[config.mk]
export PLATFORM = sky130hd
export DESIGN_NAME = flash_op_seq
export DESIGN_NICKNAME = d
export VERILOG_FILES = /design/src/rtl/fseq_pkg.sv /design/src/rtl/fseq_rst_sync.sv /design/src/rtl/fseq_timer.sv /design/src/rtl/fseq_ctrl.sv /design/src/rtl/flash_op_seq.sv
export SDC_FILE = /design/constraint.sdc
export NUM_CORES = 1
export LEC_CHECK = 0
export BUFFER_PORTS_ARGS = -buffer_cell sky130_fd_sc_hd__buf_2
export CORE_ASPECT_RATIO = 0.6
export CORE_UTILIZATION = 50
export DETAILED_ROUTE_END_ITERATION = 8
export PLACE_DENSITY = 0.71
export SLEW_MARGIN = 10
export SYNTH_ARGS = -nofsm -noshare
export SYNTH_HDL_FRONTEND = slang
export SYNTH_SLANG_ARGS = --single-unit
[constraint.sdc]
create_clock -name clk -period 3.1 [get_ports clk]
set_input_delay 0.465 -clock clk [delete_from_list [all_inputs] [get_ports clk]]
set_output_delay 0.465 -clock clk [all_outputs]
set_load 0.005 [all_outputs]
[src/rtl/fseq_pkg.sv]
package fseq_pkg;

  typedef enum logic [1:0] {
    OP_BLK_ERASE  = 2'd0,
    OP_CHIP_ERASE = 2'd1,
    OP_PROGRAM    = 2'd2,
    OP_LOCKCFG    = 2'd3
  } op_e;

  typedef enum logic [3:0] {
    S_IDLE,
    S_ERASE,
    S_CHIP,
    S_PROG,
    S_LOCK,
    S_ESUSP,
    S_PROG_ES,
    S_PSUSP,
    S_PSUSP_ES
  } seq_state_e;

  function automatic logic is_running(input seq_state_e s);
    return (s == S_ERASE) || (s == S_CHIP) || (s == S_PROG) ||
           (s == S_LOCK)  || (s == S_PROG_ES);
  endfunction

  function automatic logic erase_held(input seq_state_e s);
    return (s == S_ESUSP) || (s == S_PROG_ES) || (s == S_PSUSP_ES);
  endfunction

  function automatic logic prog_held(input seq_state_e s);
    return (s == S_PSUSP) || (s == S_PSUSP_ES);
  endfunction

endpackage

[src/rtl/fseq_rst_sync.sv]
module fseq_rst_sync (
  input  logic clk,
  input  logic rst_n_in,
  output logic rst_n_out
);

  logic stage1_q;
  logic stage2_q;

  always_ff @(posedge clk or negedge rst_n_in) begin
    if (!rst_n_in) begin
      stage1_q <= 1'b0;
      stage2_q <= 1'b0;
    end else begin
      stage1_q <= 1'b1;
      stage2_q <= stage1_q;
    end
  end

  assign rst_n_out = stage2_q;

endmodule

[src/rtl/fseq_timer.sv]
module fseq_timer #(
  parameter int CNT_W = 8
) (
  input  logic             clk,
  input  logic             rst_n,
  input  logic             load,
  input  logic [CNT_W-1:0] load_val,
  input  logic             run,
  output logic             expire,
  output logic [CNT_W-1:0] remain
);

  logic [CNT_W-1:0] cnt_q;
  logic [CNT_W-1:0] cnt_nxt;

  always_comb begin
    cnt_nxt = cnt_q;
    if (load) begin
      cnt_nxt = load_val;
    end else if (run && (cnt_q != '0)) begin
      cnt_nxt = cnt_q - CNT_W'(1);
    end
  end

  always_ff @(posedge clk or negedge rst_n) begin
    if (!rst_n) begin
      cnt_q <= '0;
    end else begin
      cnt_q <= cnt_nxt;
    end
  end

  assign expire = run && (cnt_q == CNT_W'(1));
  assign remain = cnt_q;

  // the controller never loads a duration too short to be observed
  a_r1_load_long_enough: assert property (@(posedge clk) disable iff (!rst_n)
    load |-> (load_val > CNT_W'(1)));

  // a running phase always has time left on its counter
  a_r3_run_has_time: assert property (@(posedge clk) disable iff (!rst_n)
    run |-> (cnt_q != '0));

endmodule

[src/rtl/fseq_ctrl.sv]
module fseq_ctrl
  import fseq_pkg::*;
#(
  parameter int NUM_BLK       = 8,
  parameter int SMALL_BLKS    = 2,
  parameter int BLK_W         = 3,
  parameter int OFF_W         = 4,
  parameter int CNT_W         = 8,
  parameter int T_ERASE_BIG   = 30,
  parameter int T_ERASE_SMALL = 12,
  parameter int T_CHIP        = 50,
  parameter int T_PROG        = 6,
  parameter int T_LOCK        = 4
) (
  input  logic             clk,
  input  logic             rst_n,
  input  logic             req_valid,
  input  op_e              req_op,
  input  logic [BLK_W-1:0] req_blk,
  input  logic [OFF_W-1:0] req_off,
  input  logic             susp_req,
  input  logic             resume_req,
  input  logic             rd_req,
  input  logic [BLK_W-1:0] rd_blk,
  input  logic [OFF_W-1:0] rd_off,
  input  logic             er_exp,
  input  logic [CNT_W-1:0] er_remain,
  input  logic             pg_exp,
  input  logic [CNT_W-1:0] pg_remain,
  output logic             er_load,
  output logic [CNT_W-1:0] er_val,
  output logic             er_run,
  output logic             pg_load,
  output logic [CNT_W-1:0] pg_val,
  output logic             pg_run,
  output logic             rb_low,
  output logic             sr_ready,
  output logic             sr_erase_susp,
  output logic             sr_prog_susp,
  output logic             sr_err,
  output logic             op_done,
  output logic             arr_rd,
  output logic             arr_wr,
  output logic             arr_erase,
  output logic             arr_erase_all,
  output logic             arr_lock,
  output logic [BLK_W-1:0] arr_blk,
  output logic [OFF_W-1:0] arr_off
);

  localparam logic [BLK_W-1:0] FIRST_SMALL = BLK_W'(NUM_BLK - SMALL_BLKS);

  seq_state_e       state_q, state_nxt;
  logic [BLK_W-1:0] eblk_q, eblk_nxt;
  logic [BLK_W-1:0] pblk_q, pblk_nxt;
  logic [OFF_W-1:0] poff_q, poff_nxt;
  logic             err_q, err_nxt;
  logic             ready_q, esusp_q, psusp_q, rb_q, done_q;
  logic             rd_q, wr_q, er_q, all_q, lk_q;
  logic [BLK_W-1:0] ablk_q, ablk_nxt;
  logic [OFF_W-1:0] aoff_q, aoff_nxt;

  logic acc_op, rd_ok, rejected;
  logic fin_erase, fin_chip, fin_prog, fin_lock;
  logic prog_same_word;

  function automatic logic [CNT_W-1:0] erase_time(input logic [BLK_W-1:0] b);
    return (b >= FIRST_SMALL) ? CNT_W'(T_ERASE_SMALL) : CNT_W'(T_ERASE_BIG);
  endfunction

  assign er_run = (state_q == S_ERASE) || (state_q == S_CHIP);
  assign pg_run = (state_q == S_PROG) || (state_q == S_PROG_ES) || (state_q == S_LOCK);
  assign prog_same_word = (rd_blk == pblk_q) && (rd_off == poff_q);

  // next-state logic
  always_comb begin
    state_nxt = state_q;
    eblk_nxt  = eblk_q;
    pblk_nxt  = pblk_q;
    poff_nxt  = poff_q;
    er_load   = 1'b0;
    er_val    = '0;
    pg_load   = 1'b0;
    pg_val    = '0;
    acc_op    = 1'b0;
    rd_ok     = 1'b0;
    rejected  = 1'b0;
    fin_erase = 1'b0;
    fin_chip  = 1'b0;
    fin_prog  = 1'b0;
    fin_lock  = 1'b0;
    unique case (state_q)
      S_IDLE: begin
        if (req_valid) begin
          acc_op = 1'b1;
          unique case (req_op)
            OP_BLK_ERASE: begin
              state_nxt = S_ERASE;
              er_load   = 1'b1;
              er_val    = erase_time(req_blk);
              eblk_nxt  = req_blk;
            end
            OP_CHIP_ERASE: begin
              state_nxt = S_CHIP;
              er_load   = 1'b1;
              er_val    = CNT_W'(T_CHIP);
              eblk_nxt  = '0;
            end
            OP_PROGRAM: begin
              state_nxt = S_PROG;
              pg_load   = 1'b1;
              pg_val    = CNT_W'(T_PROG);
              pblk_nxt  = req_blk;
              poff_nxt  = req_off;
            end
            default: begin
              state_nxt = S_LOCK;
              pg_load   = 1'b1;
              pg_val    = CNT_W'(T_LOCK);
              pblk_nxt  = req_blk;
              poff_nxt  = '0;
            end
          endcase
        end else if (rd_req) begin
          rd_ok = 1'b1;
        end
      end
      S_ERASE: begin
        if (er_exp) begin
          state_nxt = S_IDLE;
          fin_erase = 1'b1;
        end else if (susp_req) begin
          state_nxt = S_ESUSP;
        end
      end
      S_CHIP: begin
        if (er_exp) begin
          state_nxt = S_IDLE;
          fin_chip  = 1'b1;
        end
      end
      S_PROG: begin
        if (pg_exp) begin
          state_nxt = S_IDLE;
          fin_prog  = 1'b1;
        end else if (susp_req) begin
          state_nxt = S_PSUSP;
        end
      end
      S_LOCK: begin
        if (pg_exp) begin
          state_nxt = S_IDLE;
          fin_lock  = 1'b1;
        end
      end
      S_ESUSP: begin
        if (resume_req) begin
          state_nxt = S_ERASE;
        end else if (req_valid && (req_op == OP_PROGRAM)) begin
          if (req_blk == eblk_q) begin
            rejected = 1'b1;
          end else begin
            acc_op    = 1'b1;
            state_nxt = S_PROG_ES;
            pg_load   = 1'b1;
            pg_val    = CNT_W'(T_PROG);
            pblk_nxt  = req_blk;
            poff_nxt  = req_off;
          end
        end else if (rd_req) begin
          rejected = (rd_blk == eblk_q);
          rd_ok    = (rd_blk != eblk_q);
        end
      end
      S_PROG_ES: begin
        if (pg_exp) begin
          state_nxt = S_ESUSP;
          fin_prog  = 1'b1;
        end else if (susp_req) begin
          state_nxt = S_PSUSP_ES;
        end
      end
      S_PSUSP: begin
        if (resume_req) begin
          state_nxt = S_PROG;
        end else if (rd_req) begin
          rejected = prog_same_word;
          rd_ok    = !prog_same_word;
        end
      end
      S_PSUSP_ES: begin
        if (resume_req) begin
          state_nxt = S_PROG_ES;
        end else if (rd_req) begin
          rejected = prog_same_word || (rd_blk == eblk_q);
          rd_ok    = !(prog_same_word || (rd_blk == eblk_q));
        end
      end
      default: state_nxt = S_IDLE;
    endcase
  end

  // error flag and strobe address
  always_comb begin
    err_nxt = err_q;
    if (acc_op) begin
      err_nxt = 1'b0;
    end else if (rejected) begin
      err_nxt = 1'b1;
    end
    if (rd_ok) begin
      ablk_nxt = rd_blk;
      aoff_nxt = rd_off;
    end else if (fin_prog || fin_lock || pg_load || prog_held(state_nxt) ||
                 (state_nxt == S_PROG) || (state_nxt == S_PROG_ES) || (state_nxt == S_LOCK)) begin
      ablk_nxt = pblk_nxt;
      aoff_nxt = poff_nxt;
    end else begin
      ablk_nxt = eblk_nxt;
      aoff_nxt = '0;
    end
  end

  // registers
  always_ff @(posedge clk or negedge rst_n) begin
    if (!rst_n) begin
      state_q <= S_IDLE;
      eblk_q  <= '0;
      pblk_q  <= '0;
      poff_q  <= '0;
      err_q   <= 1'b0;
      ready_q <= 1'b0;
      esusp_q <= 1'b0;
      psusp_q <= 1'b0;
      rb_q    <= 1'b0;
      done_q  <= 1'b0;
      rd_q    <= 1'b0;
      wr_q    <= 1'b0;
      er_q    <= 1'b0;
      all_q   <= 1'b0;
      lk_q    <= 1'b0;
      ablk_q  <= '0;
      aoff_q  <= '0;
    end else begin
      state_q <= state_nxt;
      eblk_q  <= eblk_nxt;
      pblk_q  <= pblk_nxt;
      poff_q  <= poff_nxt;
      err_q   <= err_nxt;
      ready_q <= !is_running(state_nxt);
      esusp_q <= erase_held(state_nxt);
      psusp_q <= prog_held(state_nxt);
      rb_q    <= is_running(state_nxt);
      done_q  <= fin_erase || fin_chip || fin_prog || fin_lock;
      rd_q    <= rd_ok;
      wr_q    <= fin_prog;
      er_q    <= fin_erase || fin_chip;
      all_q   <= fin_chip;
      lk_q    <= fin_lock;
      ablk_q  <= ablk_nxt;
      aoff_q  <= aoff_nxt;
    end
  end

  assign rb_low        = rb_q;
  assign sr_ready      = ready_q;
  assign sr_erase_susp = esusp_q;
  assign sr_prog_susp  = psusp_q;
  assign sr_err        = err_q;
  assign op_done       = done_q;
  assign arr_rd        = rd_q;
  assign arr_wr        = wr_q;
  assign arr_erase     = er_q;
  assign arr_erase_all = all_q;
  assign arr_lock      = lk_q;
  assign arr_blk       = ablk_q;
  assign arr_off       = aoff_q;

  // pin floats whenever a program is paused
  a_r4_float_prog_paused: assert property (@(posedge clk) disable iff (!rst_n)
    sr_prog_susp |-> !rb_low);

  // the erase counter does not move while the erase is held
  a_r6_erase_frozen: assert property (@(posedge clk) disable iff (!rst_n)
    (erase_held(state_q) && $past(erase_held(state_q))) |-> (er_remain == $past(er_remain)));

  // the program counter does not move while the program is held
  a_r7_prog_frozen: assert property (@(posedge clk) disable iff (!rst_n)
    (prog_held(state_q) && $past(prog_held(state_q))) |-> (pg_remain == $past(pg_remain)));

  // no read strobe ever targets the block whose erase is paused
  a_r8_no_read_paused_blk: assert property (@(posedge clk) disable iff (!rst_n)
    (arr_rd && sr_erase_susp) |-> (arr_blk != eblk_q));

  // completion pulse lasts one cycle
  a_r11_done_single: assert property (@(posedge clk) disable iff (!rst_n)
    op_done |=> !op_done);

  // busy pin implies a counter with time left
  a_r3_busy_has_time: assert property (@(posedge clk) disable iff (!rst_n)
    rb_low |-> ((er_remain != '0) || (pg_remain != '0)));

endmodule

[src/rtl/flash_op_seq.sv]
module flash_op_seq
  import fseq_pkg::*;
#(
  parameter int NUM_BLK       = 8,
  parameter int SMALL_BLKS    = 2,
  parameter int OFF_W         = 4,
  parameter int T_ERASE_BIG   = 30,
  parameter int T_ERASE_SMALL = 12,
  parameter int T_CHIP        = 50,
  parameter int T_PROG        = 6,
  parameter int T_LOCK        = 4,
  localparam int BLK_W        = $clog2(NUM_BLK),
  localparam int T_MAX        = (T_CHIP > T_ERASE_BIG) ? T_CHIP : T_ERASE_BIG,
  localparam int CNT_W        = $clog2(T_MAX + 1)
) (
  input  logic             clk,
  input  logic             rst_n,
  input  logic             req_valid,
  input  logic [1:0]       req_op,
  input  logic [BLK_W-1:0] req_blk,
  input  logic [OFF_W-1:0] req_off,
  input  logic             susp_req,
  input  logic             resume_req,
  input  logic             rd_req,
  input  logic [BLK_W-1:0] rd_blk,
  input  logic [OFF_W-1:0] rd_off,
  output logic             rb_low,
  output logic             sr_ready,
  output logic             sr_erase_susp,
  output logic             sr_prog_susp,
  output logic             sr_err,
  output logic             op_done,
  output logic             arr_rd,
  output logic             arr_wr,
  output logic             arr_erase,
  output logic             arr_erase_all,
  output logic             arr_lock,
  output logic [BLK_W-1:0] arr_blk,
  output logic [OFF_W-1:0] arr_off
);

  logic             rst_s_n;
  logic             er_load, er_run, er_exp;
  logic             pg_load, pg_run, pg_exp;
  logic [CNT_W-1:0] er_val, er_remain, pg_val, pg_remain;

  fseq_rst_sync u_rst (
    .clk       (clk),
    .rst_n_in  (rst_n),
    .rst_n_out (rst_s_n)
  );

  fseq_timer #(.CNT_W(CNT_W)) u_er_tmr (
    .clk      (clk),
    .rst_n    (rst_s_n),
    .load     (er_load),
    .load_val (er_val),
    .run      (er_run),
    .expire   (er_exp),
    .remain   (er_remain)
  );

  fseq_timer #(.CNT_W(CNT_W)) u_pg_tmr (
    .clk      (clk),
    .rst_n    (rst_s_n),
    .load     (pg_load),
    .load_val (pg_val),
    .run      (pg_run),
    .expire   (pg_exp),
    .remain   (pg_remain)
  );

  fseq_ctrl #(
    .NUM_BLK       (NUM_BLK),
    .SMALL_BLKS    (SMALL_BLKS),
    .BLK_W         (BLK_W),
    .OFF_W         (OFF_W),
    .CNT_W         (CNT_W),
    .T_ERASE_BIG   (T_ERASE_BIG),
    .T_ERASE_SMALL (T_ERASE_SMALL),
    .T_CHIP        (T_CHIP),
    .T_PROG        (T_PROG),
    .T_LOCK        (T_LOCK)
  ) u_ctrl (
    .clk           (clk),
    .rst_n         (rst_s_n),
    .req_valid     (req_valid),
    .req_op        (op_e'(req_op)),
    .req_blk       (req_blk),
    .req_off       (req_off),
    .susp_req      (susp_req),
    .resume_req    (resume_req),
    .rd_req        (rd_req),
    .rd_blk        (rd_blk),
    .rd_off        (rd_off),
    .er_exp        (er_exp),
    .er_remain     (er_remain),
    .pg_exp        (pg_exp),
    .pg_remain     (pg_remain),
    .er_load       (er_load),
    .er_val        (er_val),
    .er_run        (er_run),
    .pg_load       (pg_load),
    .pg_val        (pg_val),
    .pg_run        (pg_run),
    .rb_low        (rb_low),
    .sr_ready      (sr_ready),
    .sr_erase_susp (sr_erase_susp),
    .sr_prog_susp  (sr_prog_susp),
    .sr_err        (sr_err),
    .op_done       (op_done),
    .arr_rd        (arr_rd),
    .arr_wr        (arr_wr),
    .arr_erase     (arr_erase),
    .arr_erase_all (arr_erase_all),
    .arr_lock      (arr_lock),
    .arr_blk       (arr_blk),
    .arr_off       (arr_off)
  );

  // at most one array strobe per cycle
  a_r9_strobe_onehot: assert property (@(posedge clk) disable iff (!rst_s_n)
    $onehot0({arr_rd, arr_wr, arr_erase, arr_lock}));

  // full-erase qualifier only accompanies an erase strobe
  a_r2_all_with_erase: assert property (@(posedge clk) disable iff (!rst_s_n)
    arr_erase_all |-> arr_erase);

endmodule

==> Flow_metrics.wiki <==
{| class="wikitable"
! Metric !! Value
|-
| Crit Reg-Reg Startpoint || u_pg_tmr.remain[2]
|-
| Total Nets Final || 340
|-
| Distinct cells, synth || 64
|-
| Worst reg2reg endpoint || u_ctrl.arr_off[2]
|-
| Skew-Pair Late Insertion Delay || 300 ps
|-
| Routed Antenna Nets || 0
|-
| Post-Synth Adder-Cell Area || 5.053%
|-
| Pin count of the biggest net entering global routing || 45
|-
| Crit path buffers/inverters || 0
|-
| Number of fill cells in the layout || 456
|-
| Class of the most critical setup path || reg2reg
|-
| Clock transition time at the flip-flop clock pins of the worst setup and hold paths || 80 ps
|-
| Post-route minimum period || 2579 ps
|-
| Starting DRC count in detailed routing || 149
|-
| Routed wirelength normalized by instance count || 17.51 µm
|-
| Area share of the largest cell type after synthesis || 42.26%
|-
| Max Clock Freq || 387.8 MHz
|-
| Buffers inserted during post-CTS setup optimization || 0
|-
| Worst max-slew margin expressed relative to the limit || 35.40%
|-
| Synthesized-area fraction occupied by and/or/nand/nor cells || 19.34%
|-
| GR Util All Layers || 24.72%
|-
| Worst setup path startpoint || u_pg_tmr.remain[2]
|-
| Number of enable-type register cells in the synthesized netlist || 0
|-
| Yosys warns || 0
|-
| Number of primary I/O pins || 40
|-
| Nature of the critical path startpoint || flop
|-
| Slew Viols, Final || 0
|-
| Synth top area cells || sky130_fd_sc_hd__dfrtp_1 (42%), sky130_fd_sc_hd__ha_1 (5.1%), sky130_fd_sc_hd__xor2_1 (4.5%)
|-
| Initial antenna violation count || 0
|-
| Clock buffer depth || 2
|-
| Largest stage delay on the critical path || 470 ps
|-
| Required time reported for the critical path endpoint || 3320 ps
|-
| Die outline width || 97.29 µm
|-
| Clk root buf || sky130_fd_sc_hd__clkbuf_8
|-
| Count of input and output buffers || 39
|-
| CP endpoint kind || flop
|-
| Wirelength, routed || 6547 µm
|-
| CTS tree || done
|-
| Total power consumption of the routed design || 0.002914 W
|-
| Portion of the clock cycle consumed by the worst path in the final layout || 83.18%
|-
| Max Cap Violations || 0
|-
| Number of core rows || 20
|-
| Number of buffers inserted during clock tree synthesis || 5
|-
| Synth Net Count || 300
|-
| Final TNS setup || 0 ps
|-
| Worst-path maximum fanout || 7
|-
| Die ar. || 5756 µm²
|-
| Synth area leader || sky130_fd_sc_hd__dfrtp_1
|-
| Die boundary height || 59.17 µm
|-
| Number of detailed-routing iterations run before antenna repair || 5
|-
| Count of mapped cells out of synthesis || 267
|-
| Area fraction in compound gates after synthesis || 18.42%
|-
| Logic depth of the worst path, buffers included || 7
|-
| Beginning of the worst hold path || u_rst.stage1_q
|-
| Diodes inserted || 0
|-
| GRT overflow || 0
|-
| Most used flip-flop cell after synthesis || sky130_fd_sc_hd__dfrtp_1
|-
| Area of the core region || 5155 µm²
|-
| Critical-path cell with the highest stage delay || sky130_fd_sc_hd__nor4_4
|-
| Setup Viol. Count Final || 0
|-
| RSZ-0062 raised after global routing || false
|-
| Hold path cells || 0
|-
| Gate family responsible for the most delay along the worst path || simple AND/OR/NAND/NOR gates
|-
| Synthesized area per cell || 10.20 µm²
|-
| Reg-to-reg setup timing slack || 520 ps
|-
| Ordered cell list for the critical path || nor4_4 -> nand2_2 -> or3_4 -> nand4_4 -> mux2i_2 -> o21ai_0 -> o21ai_1
|-
| Fraction of synthesized cell area in xor and xnor cells || 8.039%
|-
| First-pass GRT wire length || 10920 µm
|-
| Worst hold endpoint || u_rst.rst_n_out
|-
| Async set or reset register ratio after synthesis || 100.0%
|-
| Run status || finished clean
|-
| Register-to-Register Path Depth || 7
|-
| Power per cell area || 952.3 nW/µm²
|-
| CTS H-tree depth || 2
|-
| Area Overhead vs Synth || 12.36%
|-
| Final HPWL from detailed placement || 5003 µm
|-
| DRC violation count after routing || 0
|-
| Clock sink count || 46
|-
| Drt via density || 5.997
|-
| Seq cells post-synth || 46
|-
| Vias in the first global route || 2074
|-
| Mux cell area share after synthesis || 2.664%
|-
| Portion of the post-synthesis area used by sequential elements || 42.26%
|-
| Via Count || 2243
|-
| Cell area after technology mapping || 2724 µm²
|-
| Slew at the pin closest to its max-slew limit || 968.9 ps
|-
| Starting density of the core || 52.84%
|-
| Fraction of final layout cells sized beyond drive strength 1 || 24.03%
|-
| Clk_skew || 2.596 ps
|-
| Peak supply drop || 477.8 µV
|-
| Cell leakage power || 1.413 nW
|-
| Final estimated routing congestion in global placement || 0.8353
|-
| Min-Delay Path Class || reg2reg
|-
| CP arrival || 2800 ps
|-
| Final Hold Fails || 0
|-
| Combinational family with the most area after synthesis || simple AND/OR/NAND/NOR gates
|}
[worst reg2reg max path, cell delays in order, from the launching register on]
cell                      delay, ps
sky130_fd_sc_hd__dfrtp_1        460
sky130_fd_sc_hd__nor4_4         470
sky130_fd_sc_hd__nand2_2        200
sky130_fd_sc_hd__or3_4          420
sky130_fd_sc_hd__nand4_4        170
sky130_fd_sc_hd__mux2i_2        460
sky130_fd_sc_hd__o21ai_0        160
sky130_fd_sc_hd__o21ai_1        170
[metal layers]
| layer | up-vias | global-route usage, % | wire length [µm] |
|---|---|---|---|
| met5 | - | 0 | 0 |
| met4 | 0 | 5.042 | 51 |
| met3 | 8 | 4.953 | 437 |
| met2 | 84 | 31.99 | 2530 |
| met1 | 1111 | 41.10 | 3528 |
| li1 | 1040 | - | - |
[sequential cells by signal, indices dropped and copies added (netlist names)]
register / flops
u_ctrl.eblk_q: 3
u_ctrl.arr_lock: 1
u_ctrl.state_q: 4
u_ctrl.sr_ready: 1
u_ctrl.arr_rd: 1
u_ctrl.pblk_q: 3
u_ctrl.arr_erase_all: 1
u_ctrl.arr_off: 4
u_ctrl.sr_erase_susp: 1
u_rst.rst_n_out: 1
u_rst.stage1_q: 1
u_ctrl.poff_q: 4
u_ctrl.sr_prog_susp: 1
u_ctrl.op_done: 1
u_ctrl.arr_wr: 1
u_pg_tmr.remain: 6
u_ctrl.arr_erase: 1
u_ctrl.arr_blk: 3
u_ctrl.rb_low: 1
u_ctrl.sr_err: 1
u_er_tmr.remain: 6
[final cells by class]
| class | instances | area [µm²] | share of cell area, % |
|---|---|---|---|
| Multi-Input combinational cell | 198 | 1461 | 47.75 |
| Clock buffer | 7 | 86.33 | 2.821 |
| Sequential cell | 46 | 1152 | 37.65 |
| Clock inverter | 1 | 5.005 | 0.1635 |
| Timing Repair Buffer | 42 | 220.2 | 7.195 |
| Tap cell | 66 | 82.58 | 2.698 |
| Inverter | 14 | 52.55 | 1.717 |
[metrics by stage]
stage          utilization, %  std cells  instance area, µm²  worst slack, ps  hold WS [ps]
2_1_floorplan               -        267                2724            889.4         169.4
3_3_place_gp            57.40        365                2959            479.8         251.1
3_5_place_dp            57.40        365                2959            402.4         250.8
4_1_cts                 59.37        374                3060            551.0         360.7
5_1_grt                 59.37        374                3060            310.7         363.7
6_report                59.37        374                3060            521.5         355.2
[synthesized netlist by cell type, types with 4 or more instances]
cell / n
sky130_fd_sc_hd__o21ai_1: 7
sky130_fd_sc_hd__nand2b_1: 6
sky130_fd_sc_hd__nor3_1: 7
sky130_fd_sc_hd__nor4_1: 4
sky130_fd_sc_hd__ha_1: 11
sky130_fd_sc_hd__o21ai_0: 8
sky130_fd_sc_hd__a32o_1: 6
sky130_fd_sc_hd__nand2_1: 18
sky130_fd_sc_hd__a21oi_1: 13
sky130_fd_sc_hd__nand3_1: 6
sky130_fd_sc_hd__inv_1: 14
sky130_fd_sc_hd__dfrtp_1: 46
sky130_fd_sc_hd__o211ai_1: 7
sky130_fd_sc_hd__nor2_1: 21
sky130_fd_sc_hd__xnor2_1: 11
sky130_fd_sc_hd__xor2_1: 14
[power by group]
group | leakage (nW) | internal [W] | switching [W]
combinational | 0.782 | 0.000635 | 0.000817
sequential | 0.583 | 0.000830 | 0.000250
clock | 0.0482 | 0.000180 | 0.000202
[layout by cell type, fill, tap and decap left out, types with 6 or more instances in the layout]
| cell type | n |
|---|---|
| sky130_fd_sc_hd__dfrtp_1 | 45 |
| sky130_fd_sc_hd__buf_2 | 39 |
| sky130_fd_sc_hd__nor2_1 | 21 |
| sky130_fd_sc_hd__nand2_1 | 18 |
| sky130_fd_sc_hd__inv_1 | 14 |
| sky130_fd_sc_hd__xor2_1 | 14 |
| sky130_fd_sc_hd__a21oi_1 | 13 |
| sky130_fd_sc_hd__xnor2_1 | 11 |
| sky130_fd_sc_hd__ha_1 | 11 |
| sky130_fd_sc_hd__o21ai_0 | 8 |
| sky130_fd_sc_hd__o21ai_1 | 7 |
| sky130_fd_sc_hd__o211ai_1 | 7 |
| sky130_fd_sc_hd__nor3_1 | 7 |
| sky130_fd_sc_hd__nand2b_1 | 6 |
| sky130_fd_sc_hd__nand3_1 | 6 |
| sky130_fd_sc_hd__a32o_1 | 6 |
| sky130_fd_sc_hd__clkbuf_8 | 6 |
[logic make-up (layout without fill, tap and decap cells)]
| kind of cell | Yosys count | count (layout) |
|---|---|---|
| adder cells (fa/ha/maj) | 11 | 11 |
| XOR/XNOR | 25 | 25 |
| flip-flops | 46 | 46 |
| multiplexers | 6 | 6 |
| buffers and inverters | 23 | 64 |
| other | 1 | 1 |
| AO/OA/AOI/OAI | 68 | 68 |
| AND/OR/NAND/NOR | 87 | 87 |
[timing repair]
action                                 in CTS  in global routing
hold buffers                                1                  0
gates resized for setup                     0                  0
endpoints found under the hold margin       2                  0
[worst max-delay path by stage]
| stage | end |
|---|---|
| final | u_ctrl.arr_off[2] |
| after floorplan | u_ctrl.arr_blk[2] |
| after global placement | u_ctrl.arr_blk[0] |
| after CTS | u_ctrl.arr_blk[0] |
| after global routing | u_ctrl.arr_blk[1] |
| after detailed placement | u_ctrl.arr_blk[0] |
Note: power is estimated with default switching activity, not from simulation.
